===== src/rtl/vio_pkg.sv =====
// Package for the vectored interrupt offset generator.
// Holds the mode encoding and the fixed entry offsets that every submodule shares.
package vio_pkg;

    // Resolved interrupt entry scheme
    typedef enum logic [1:0] {
        VM_GENERAL   = 2'd0,
        VM_DEDICATED = 2'd1,
        VM_PRIORITY  = 2'd2,
        VM_EXTERNAL  = 2'd3
    } vmode_e;

    localparam int unsigned GENERAL_OFFSET = 32'h180;
    localparam int unsigned VECTOR_BASE    = 32'h200;
    localparam int unsigned SPACING_SHIFT  = 5;

endpackage


===== src/rtl/vio_mode_sel.sv =====
// Mode selector.
// Turns the three configuration bits into one entry scheme.
// Assumes internal priority vectoring wins when both vectored enables are set.
module vio_mode_sel
    import vio_pkg::*;
(
    input  logic   iv_i,
    input  logic   vect_int_i,
    input  logic   vect_ext_i,
    output vmode_e mode_o
);

    // Fixed-priority decode of the configuration bits
    always_comb begin
        if (vect_int_i) begin
            mode_o = VM_PRIORITY;
        end else if (vect_ext_i) begin
            mode_o = VM_EXTERNAL;
        end else if (iv_i) begin
            mode_o = VM_DEDICATED;
        end else begin
            mode_o = VM_GENERAL;
        end
    end

endmodule


===== src/rtl/vio_prio_scan.sv =====
// Priority scanner.
// Returns the index of the highest set bit of req_i among bits N-1..1.
// Assumes bit 0 never selects a vector of its own, so an empty scan yields 0.
module vio_prio_scan #(
    parameter int unsigned N = 8,
    localparam int unsigned IDX_W = (N > 1) ? $clog2(N) : 1
) (
    input  logic [N-1:0]     req_i,
    output logic [IDX_W-1:0] idx_o
);

    logic [N-1:0] above;   // above[i]: some bit strictly above i is set

    // Chain that marks every position that has a set bit above it
    generate
        for (genvar g = 0; g < N; g++) begin : g_above
            if (g == N - 1) begin : g_top
                assign above[g] = 1'b0;
            end else begin : g_rest
                assign above[g] = above[g+1] | req_i[g+1];
            end
        end
    endgenerate

    // One-hot pick of the top set bit, encoded to an index
    always_comb begin
        idx_o = '0;
        for (int i = 1; i < N; i++) begin
            if (req_i[i] && !above[i]) begin
                idx_o = IDX_W'(i);
            end
        end
    end

endmodule


===== src/rtl/vio_offset_calc.sv =====
// Offset calculator.
// Scales the vector number by the spacing (in 32-byte units) and adds the vectored base.
// In the two non-vectored schemes it returns the fixed entry offset.
// Assumes OFF_W is wide enough for the largest product plus the base.
module vio_offset_calc
    import vio_pkg::*;
#(
    parameter int unsigned VEC_W = 8,
    parameter int unsigned SPC_W = 5,
    parameter int unsigned OFF_W = 19
) (
    input  vmode_e           mode_i,
    input  logic [VEC_W-1:0] vec_i,
    input  logic [SPC_W-1:0] spc_i,
    output logic [OFF_W-1:0] offset_o
);

    logic [OFF_W-1:0] vec_x;
    logic [OFF_W-1:0] stride;
    logic [OFF_W-1:0] scaled;

    // Widen operands and form the byte stride
    always_comb begin
        vec_x  = OFF_W'(vec_i);
        stride = OFF_W'(spc_i) << SPACING_SHIFT;
        scaled = vec_x * stride;
    end

    // Select the offset for the resolved scheme
    always_comb begin
        unique case (mode_i)
            VM_GENERAL:   offset_o = OFF_W'(GENERAL_OFFSET);
            VM_DEDICATED: offset_o = OFF_W'(VECTOR_BASE);
            default:      offset_o = OFF_W'(VECTOR_BASE) + scaled;
        endcase
    end

endmodule


===== src/rtl/vio_offset_gen.sv =====
// Vectored interrupt offset generator (top).
// Masks the pending lines, resolves a vector number from the selected scheme,
// and produces the offset from the exception base. Both outputs are
// combinational, and a registered copy is provided.
// Assumes the inputs are stable around the clock edge that loads the copy.
module vio_offset_gen
    import vio_pkg::*;
#(
    parameter int unsigned IRQ_W = 8,
    parameter int unsigned SPC_W = 5,
    localparam int unsigned IDX_W = $clog2(IRQ_W),
    localparam int unsigned OFF_W = IRQ_W + SPC_W + SPACING_SHIFT + 1
) (
    input  logic             clk,
    input  logic             rst_n,
    input  logic [IRQ_W-1:0] pend_i,
    input  logic [IRQ_W-1:0] mask_i,
    input  logic             iv_i,
    input  logic             vect_int_i,
    input  logic             vect_ext_i,
    input  logic [SPC_W-1:0] spacing_i,
    output logic [OFF_W-1:0] offset_o,
    output logic [IRQ_W-1:0] vector_o,
    output logic [OFF_W-1:0] offset_q,
    output logic [IRQ_W-1:0] vector_q
);

    logic [IRQ_W-1:0] eff_pend;
    logic [IDX_W-1:0] scan_idx;
    vmode_e           mode;

    // Pending lines gated by their enables
    assign eff_pend = pend_i & mask_i;

    vio_mode_sel u_mode (
        .iv_i       (iv_i),
        .vect_int_i (vect_int_i),
        .vect_ext_i (vect_ext_i),
        .mode_o     (mode)
    );

    vio_prio_scan #(.N(IRQ_W)) u_scan (
        .req_i (eff_pend),
        .idx_o (scan_idx)
    );

    // Vector number for the resolved scheme
    always_comb begin
        unique case (mode)
            VM_PRIORITY: vector_o = IRQ_W'(scan_idx);
            VM_EXTERNAL: vector_o = eff_pend;
            default:     vector_o = '0;
        endcase
    end

    vio_offset_calc #(
        .VEC_W (IRQ_W),
        .SPC_W (SPC_W),
        .OFF_W (OFF_W)
    ) u_calc (
        .mode_i   (mode),
        .vec_i    (vector_o),
        .spc_i    (spacing_i),
        .offset_o (offset_o)
    );

    // Registered copy of the result for timing closure
    always_ff @(posedge clk) begin
        if (!rst_n) begin
            offset_q <= '0;
            vector_q <= '0;
        end else begin
            offset_q <= offset_o;
            vector_q <= vector_o;
        end
    end

endmodule


===== config.mk =====
export PLATFORM = sky130hd
export DESIGN_NAME = vio_offset_gen
export DESIGN_NICKNAME = d
export VERILOG_FILES = /design/src/rtl/vio_pkg.sv /design/src/rtl/vio_mode_sel.sv /design/src/rtl/vio_prio_scan.sv /design/src/rtl/vio_offset_calc.sv /design/src/rtl/vio_offset_gen.sv
export SDC_FILE = /design/constraint.sdc
export NUM_CORES = 1
export LEC_CHECK = 0
export CORE_ASPECT_RATIO = 1.25
export CORE_UTILIZATION = 35
export DETAILED_ROUTE_END_ITERATION = 12
export PLACE_DENSITY = 0.7
export SYNTH_ARGS = -nofsm -noshare
export SYNTH_HDL_FRONTEND = slang
export SYNTH_SLANG_ARGS = --single-unit

===== constraint.sdc =====
create_clock -name clk -period 17.6 [get_ports clk]
set_input_delay 5.28 -clock clk [delete_from_list [all_inputs] [get_ports clk]]
set_output_delay 5.28 -clock clk [all_outputs]
set_load 0.05 [all_outputs]

### Word level (Yosys, flattened, before mapping)

Cells that the tools add are included.

* magnitude comparators: 0
* reductions and logical operators: 13
* mux-type cells: 12
* multiply operators: 1
* divide/modulo/power cells: 0
* shift-type cells: 0
* add/sub/neg operators: 1
* bitwise logic cells: 6
* equal/unequal tests: 3

Operators with widths (count)
* 19-bit one-hot mux with 2 select lines: 1
* 10-bit by 19-bit adder with 19-bit output, first input constant: 1
* 3-bit 2-to-1 mux: 6
* 8-bit one-hot mux with 2 select lines: 1
* 8-bit by 5-bit multiplier with 13-bit output: 1
* 8-bit bitwise AND: 1
* 1-bit logical AND: 6
* 1-bit logical NOT: 6
* 1-bit OR: 5
* 2-bit equality test, second input constant: 2
* 2-bit 2-to-1 mux: 2
* 2-bit by 1-bit equality test with 1-bit output, second input constant: 1
* 2-bit logical NOT: 1
* 1-bit 2-to-1 mux: 2

* memory bits (writable): 0
* bits in latches: 0
* bits in read-only memories: 0
* memories: 0
* word-level logic and storage cells: 38
* flip-flop bits (word level): 27

### Longest topological paths before layout

Gate-level depths: netlist of the first run.

* depth in word-level cells: 19
* mapped depth: 19
* depth with buffers taken out: 19

### By module

A second synthesis of the first run with hierarchy kept.

* cells, all modules: 308
* area total of the unflattened synthesis: 2602.5 µm²

Modules (own cells, without submodules)
* vio_offset_calc: area an instance 1662.8 µm², sequential area each 0.0 µm², cells each 210, times used 1
* vio_offset_gen: area an instance 869.6 µm², sequential area each 540.5 µm², cells each 86, times used 1
* vio_prio_scan: area an instance 53.8 µm², sequential area each 0.0 µm², cells each 10, times used 1
* vio_mode_sel: area an instance 16.3 µm², sequential area each 0.0 µm², cells each 2, times used 1

### Least setup slack after synthesis of the first run

OpenSTA, ideal clock, no wires.

* path kind: in2out
* start point: input pend_i[2]
* end point: output offset_o[17]
* required time: 12320 ps
* buffers on the path: 0
* stages: 17
* path slack: 1443 ps
* arrival time: 10877 ps
* cells stage by stage: nand2_1 nand3_1 a21boi_0 o21ai_0 a31oi_1 nand2_1 fa_1 fa_1 fa_1 inv_1 ha_1 o211ai_1 o211ai_1 a2111oi_4 nor3b_2 nor4_4 mux2i_1

* word-level cells in the longest chain between the ends: 15
* elaborated cells between the ends (all ways): 16

RTL lines
* start, declared: line vio_offset_gen.sv:16 `input logic [IRQ_W-1:0] pend_i,`
* 8-bit bitwise AND *: line vio_offset_gen.sv:33 `assign eff_pend = pend_i & mask_i;`
* 1-bit OR: line vio_prio_scan.sv:20 `assign above[g] = above[g+1] | req_i[g+1];`
* 1-bit logical NOT: line vio_prio_scan.sv:29 `if (req_i[i] && !above[i]) begin`
* 1-bit logical AND: line vio_prio_scan.sv:29
* 1-bit 2-to-1 mux: line vio_prio_scan.sv:29
* 3-bit 2-to-1 mux * (6 in a row): line vio_prio_scan.sv:29
* 8-bit one-hot mux with 2 select lines *: line vio_offset_gen.sv:49 `unique case (mode)`
* named net vector_o[0]: line vio_offset_gen.sv:23 `output logic [IRQ_W-1:0] vector_o,`
* 8-bit by 5-bit multiplier with 13-bit output *: line vio_offset_calc.sv:26 `scaled = vec_x * stride;`
* 10-bit by 19-bit adder with 19-bit output *: line vio_offset_calc.sv:34 `default: offset_o = OFF_W'(VECTOR_BASE) + scaled;`
* 19-bit one-hot mux with 2 select lines *: line vio_offset_calc.sv:31 `unique case (mode_i)`
* end, declared: line vio_offset_gen.sv:22 `output logic [OFF_W-1:0] offset_o,`

The timed path passes the listed nets; every way through them passes the cells marked *.

### Worst setup path in the final report of the first run

* start point: input mask_i[2]
* end point: output offset_o[17]

* word-level cells in the longest chain between the ends: 15
* elaborated cells between the ends (all ways): 16

RTL lines
* start, declared: line vio_offset_gen.sv:17 `input logic [IRQ_W-1:0] mask_i,`
* 8-bit bitwise AND *: line vio_offset_gen.sv:33
* 1-bit OR: line vio_prio_scan.sv:20
* 1-bit logical NOT: line vio_prio_scan.sv:29
* 1-bit logical AND: line vio_prio_scan.sv:29
* 1-bit 2-to-1 mux: line vio_prio_scan.sv:29
* 3-bit 2-to-1 mux (6 in a row): line vio_prio_scan.sv:29
* 8-bit one-hot mux with 2 select lines *: line vio_offset_gen.sv:49
* 8-bit by 5-bit multiplier with 13-bit output *: line vio_offset_calc.sv:26
* 10-bit by 19-bit adder with 19-bit output *: line vio_offset_calc.sv:34
* 19-bit one-hot mux with 2 select lines *: line vio_offset_calc.sv:31

Every way passes the cells marked *; elsewhere a longest branch is shown, timed or not.

==> impl_metrics.toml, run 1 <==
[detailed_routing]
detail_route.wl_per_cell_um = 11.6
wl_um = 5120
detail-route-antenna-nets = 0
drt-vias-per-instance = 4.76
drt-initial-drc-count = 62
drc = 0
first_pass_iters = 4
num_vias = 2102

[floorplan]
die_w_um = 75.8
die_area_mm2 = 0.00714
start_util_pct = 36.3
num_io_pins = 80
fp-row-count = 33
die-height_um = 94.2
core_mm2 = 0.00657

[setup_path]
path_max_fanout = 8
critPathMaxStageDelay_ns = 0.82
crit_chain = "clkdlybuf4s50_1 -> nand2_1 -> nand3_1 -> a21boi_0 -> o21ai_0 -> a31oi_1 -> nand2_1 -> fa_1 -> fa_1 -> fa_1 -> inv_1 -> ha_1 -> o211ai_1 -> o211ai_1 -> a2111oi_4 -> nor3b_2 -> nor4_4 -> mux2i_1 -> clkdlybuf4s50_1"
timing.critical_path.mode_cell = "fa_1"
path_class = "in -> out"
crit_path_start_kind = "input port"
critPathCaptureType = "output port"
cp.buffers_inverters = 3
critPathRequiredTime_ns = 12.32
arrival_ns = 11.14
critPathTopFamily = "adder cells"
critical-path-slowest-cell = "clkdlybuf4s50_1"

[clocking]
postCtsSetupBuffers = 0
postCtsResizedCells = 0
cts-root-buf = "clkbuf_8"
htreeDepth = 1
cts_tree = "built"
clockBufferDepth = 2
cts_sinks = 22
cts.reportedPaths.clkPinSlew_ns = 0.07
cts_buffers = 3
ctsHoldBuffers = 0

[global_route]
track_usage_pct = 16.6
antenna_found_initial = 0
globalRouteOverflowTotal = 0
grt_pass1_vias = 2191
grt_pass1_wl_um = 9380
grt_max_degree = 20

[logic_synthesis]
ys.flop_type = "dfxtp_1"
ys_types = 49
syn_area_mm2 = 0.00238
synth.most_common_cell = "nand2_1"
yosysTopAreaCell = "dfxtp_1"
ys_top_cells_by_count = "40 x nand2_1, 34 x inv_1, 30 x and2_1, 22 x dfxtp_1, 22 x ha_1"
ys_async_sr_fraction_pct = 0
synth_top_area_share_pct = 18.5
synthCells = 287
seq_area_frac_synth_pct = 18.5
synth_warnings = 0
synth_area_per_cell_um2 = 8.30
ys_seq_elements = 22
synth_edf_count = 0
synth_area_leaders = "dfxtp_1 18%, fa_1 15%, ha_1 12%, and2_1 7.9%, nand2_1 6.3%"

[timing]
worst_slew_pin_slew_ns = 0.703
worst_hold_slack_ns = 5.79
rsz0062_at_grt = "false"
max_slew_margin_pct = 52.9
post-route-period-util_pct = 93.3
fmax_mhz = 60.9
setup_tns_ns = 0
setup_violations = 0
finalMaxSlewViolations = 0
min_period_ns = 16.42
finalHoldViolCount = 0

[power]
ir_worst_vdd_v = 0.0000621
powerDensity_mw_per_mm2 = 65.7
leakagePower_nw = 1.43

[placement]
io_buffers = 69
finalWeightedCongestion = 0.807
dp_hpwl_um = 4360
dpl.cell_count = 439

[finish]
finish.net_count = 423
post-route-util_pct = 48.3
diodes = 0
final-instance-count-excl-fill = 442
area_growth_syn_to_layout_pct = 33.1
drive_above_1_share_pct = 3.66

[min_path]
min_path_type = "in -> reg"

[job]
maxCapViolations = 0

[status]
status = "finished clean"
per-stage QoR:
stage | power (W) | setup WS, ns | instance area, um2
after floorplan | 0.000145 | 1.44 | 2410
after global placement | 0.000178 | 1.24 | 3130
after detailed placement | 0.000180 | 1.19 | 3130
after CTS | 0.000210 | 1.18 | 3170
after global routing | 0.000223 | 0.756 | 3170
final | 0.000208 | 1.18 | 3170
cells by family after synthesis:
group / share of synthesized area (%)
compound gates: 12.7
xor+xnor: 3.26
fa+ha+maj: 26.7
buf+inv: 8.99
flops: 18.5
mux: 1.68
other cells: 0.157
simple gates: 28.1
final cells by class:
class,count,area [um2]
inverters,34,128
fillers,637,3400
multi-input cells,227,1760
repair buffers,69,691
clock buffers,3,41.3
flip-flops and latches,22,440
well taps,87,109
flip-flops by register name, indices dropped and copies added, names as in the netlist:
signal and flops:
offset_q 14, vector_q 8
where the power goes:
group / internal [W] / total (W) / switching, W
clock: 0.0000153 / 0.0000303 / 0.0000150
combinational: 0.0000433 / 0.000123 / 0.0000798
sequential: 0.0000539 / 0.0000547 / 0.000000864
total: 0.000112 / 0.000208 / 0.0000957
cells in the final DEF, fill, tap and decap left out, drive strengths merged, types with 3 or more instances in the layout:
cell / count
and2: 30
nand2: 40
dfxtp: 22
ha: 22
xor2: 4
nand3: 8
fa: 18
clkdlybuf4s50: 69
inv: 34
nor2b: 6
clkbuf: 3
and3: 9
conb: 10
mux2i: 4
nand2b: 5
nor2: 14
o21a: 4
xnor2: 4
nor3b: 4
a21oi: 12
o21ai: 7
path summary, 6_finish.rpt:
| path | slack [ns] | start | cells past startpoint | to |
|---|---|---|---|---|
| max | 1.18 | mask_i[2] | 19 | offset_o[17] |
| min | 5.79 | iv_i | 4 | offset_q[7] |
metal layers:
layer / vias up / GRT usage (%) / share of wire [%]
li1: 1063 / - / -
met1: 981 / 19.3 / 43
met2: 47 / 30.8 / 53
met3: 11 / 0.644 / 2.0
met4: 0 / 6.17 / 2.5
met5: - / 0 / 0
Note: power is estimated with default switching activity, not from simulation.
==> run 2: changes to the inputs <==
==> constraint.sdc (replaced) <==
create_clock -name clk -period 17.6 [get_ports clk]
set_input_delay 5.28 -clock clk [delete_from_list [all_inputs] [get_ports clk]]
set_output_delay 5.28 -clock clk [all_outputs]
set_load 0.1 [all_outputs]
==> run 2 against run 1 <==
Effect of this change:
- largest cell class unchanged
- combinational power rose by 38%
- die area stayed put
- hold slack about the same
- setup slack improved by 0.088 ns
- sequential cell count unchanged
- non-clock buffer count unchanged
==> impl_metrics.toml, run 2 (synthesized netlist as in run 1, its figures left out) <==
[finish]
mostFrequentLayoutCells = "65 x clkdlybuf4s50_1, 40 x nand2_1, 34 x inv_1, 30 x and2_1"
area_growth_syn_to_layout_pct = 32.9
largest-register = "offset_q"
diodes = 0
reg_top3 = "offset_q (14), vector_q (8)"
final-instance-count-excl-fill = 442
drive_above_1_share_pct = 5.07
final_common_cell = "clkdlybuf4s50_1"
largest_register_ffs = 14
finish.net_count = 423

[global_route]
globalRouteOverflowTotal = 0
grt_pass1_vias = 2217
track_usage_pct = 16.7
grt_pass1_wl_um = 9290
grt_max_degree = 20
antenna_found_initial = 0

[clocking]
cts_buffers = 3
cts_tree = "built"
postCtsResizedCells = 0
clockBufferDepth = 2
cts.reportedPaths.clkPinSlew_ns = 0.07
postCtsSetupBuffers = 0
ctsHoldBuffers = 0
htreeDepth = 1
cts_sinks = 22
cts-root-buf = "clkbuf_8"

[placement]
dp_hpwl_um = 4440
io_buffers = 69
dpl.cell_count = 439
finalWeightedCongestion = 0.798

[timing]
max_slew_margin_pct = 33.2
worst_slew_pin_slew_ns = 0.999
finalMaxSlewViolations = 0
finalHoldViolCount = 0
setup_violations = 0
rsz0062_at_grt = "false"
setup_tns_ns = 0
post-route-period-util_pct = 92.8
min_period_ns = 16.33
fmax_mhz = 61.2

[power]
seq_power_share_pct = 21.5
leakagePower_nw = 1.44
ir_worst_vdd_v = 0.0000685
combinationalPowerShare_pct = 66.8
powerDensity_mw_per_mm2 = 80.5
switchingPower_w = 0.000143
clkPwrFrac_pct = 11.6
internal-power_w = 0.000112
p_sw_share_pct = 55.9
p_total_w = 0.000255

[detailed_routing]
detail-route-antenna-nets = 0
detail_route.wl_per_cell_um = 11.9
drt-initial-drc-count = 73
wl_um = 5280
first_pass_iters = 4
drc = 0
drt-vias-per-instance = 4.85
num_vias = 2143

[floorplan]
start_util_pct = 36.3
num_io_pins = 80
core_mm2 = 0.00657
die_w_um = 75.8
die-height_um = 94.2
die_area_mm2 = 0.00714
fp-row-count = 33

[setup_path]
path_max_fanout = 8
critPathCaptureType = "output port"
critPathRequiredTime_ns = 12.32
critPathMaxStageDelay_ns = 1.14
critical-path-slowest-cell = "clkdlybuf4s50_1"
timing.critical_path.mode_cell = "fa_1"
crit_chain = "clkdlybuf4s50_1 -> nand2_1 -> nand3_1 -> a21boi_0 -> o21ai_0 -> a31oi_2 -> nand2_1 -> fa_1 -> fa_1 -> fa_1 -> inv_1 -> ha_1 -> o211ai_1 -> o21ai_1 -> xnor2_2 -> nand3_1 -> xor2_1 -> nor2_1 -> clkdlybuf4s50_1"
startpoint = "pend_i[2]"
arrival_ns = 11.05
path_class = "in -> out"
crit_path_start_kind = "input port"

[min_path]
whs_path_depth = 4
min_from = "iv_i"
min_path_type = "in -> reg"

[status]
status = "finished clean"

[job]
maxCapViolations = 0
run 2: cell types whose count changed in the layout (fill, tap and decap cells not counted), sizes merged:
cell / delta
clkdlybuf4s50: -4
buf: +4
run 2: area by class of cell:
| class | instances | area, um2 |
|---|---|---|
| Clock buffer | 3 | 41.3 |
| Timing Repair Buffer | 69 | 681 |
| Tap cell | 87 | 109 |
| Multi-Input combinational cell | 227 | 1770 |
| Inverter | 34 | 128 |
| Sequential cell | 22 | 440 |
| Fill cell | 622 | 3400 |
run 2: power groups by stage:
stage	combinational, W	sequential [W]	clock [W]
finish	0.000170	0.0000548	0.0000297
global route	0.000182	0.0000555	0.0000337
CTS	0.000171	0.0000549	0.0000307
detailed placement	0.000171	0.0000561	0
global placement	0.000170	0.0000559	0
floorplan	0.000105	0.0000863	0
run 2: layer usage:
metal,vias to the layer above,GRT usage (%),part of all wire [%]
met5,-,0,0
met4,0,7.41,3.0
met3,11,1.07,2.8
met2,57,31.3,52
met1,1010,18.6,42
li1,1065,-,-
run 2: stage by stage:
step	hold WS (ns)	area (um2)	worst slack, ns	utilization, %
6_report	5.79	3170	1.27	48.2
4_1_cts	5.80	3170	1.26	48.2
3_5_place_dp	6.07	3120	1.27	47.6
3_3_place_gp	6.06	3120	1.38	47.6
5_1_grt	5.85	3170	0.854	48.2
2_1_floorplan	5.41	2420	0.224	-
run 2: path summary, 6_finish.rpt:
check	endpoint	slack, ns
setup / recovery	offset_o[13]	1.27
hold / removal	offset_q[7]	5.79
run 2: worst max-delay path: cells and delay by family:
kind	cells	cell delay, ns
adders and majority gates	4	1.93
buffers and inverters	3	1.60
AOI/OAI and AO/OA	5	1.05
and+or+nand+nor	5	0.70
xor gates and xnor gates	2	0.48
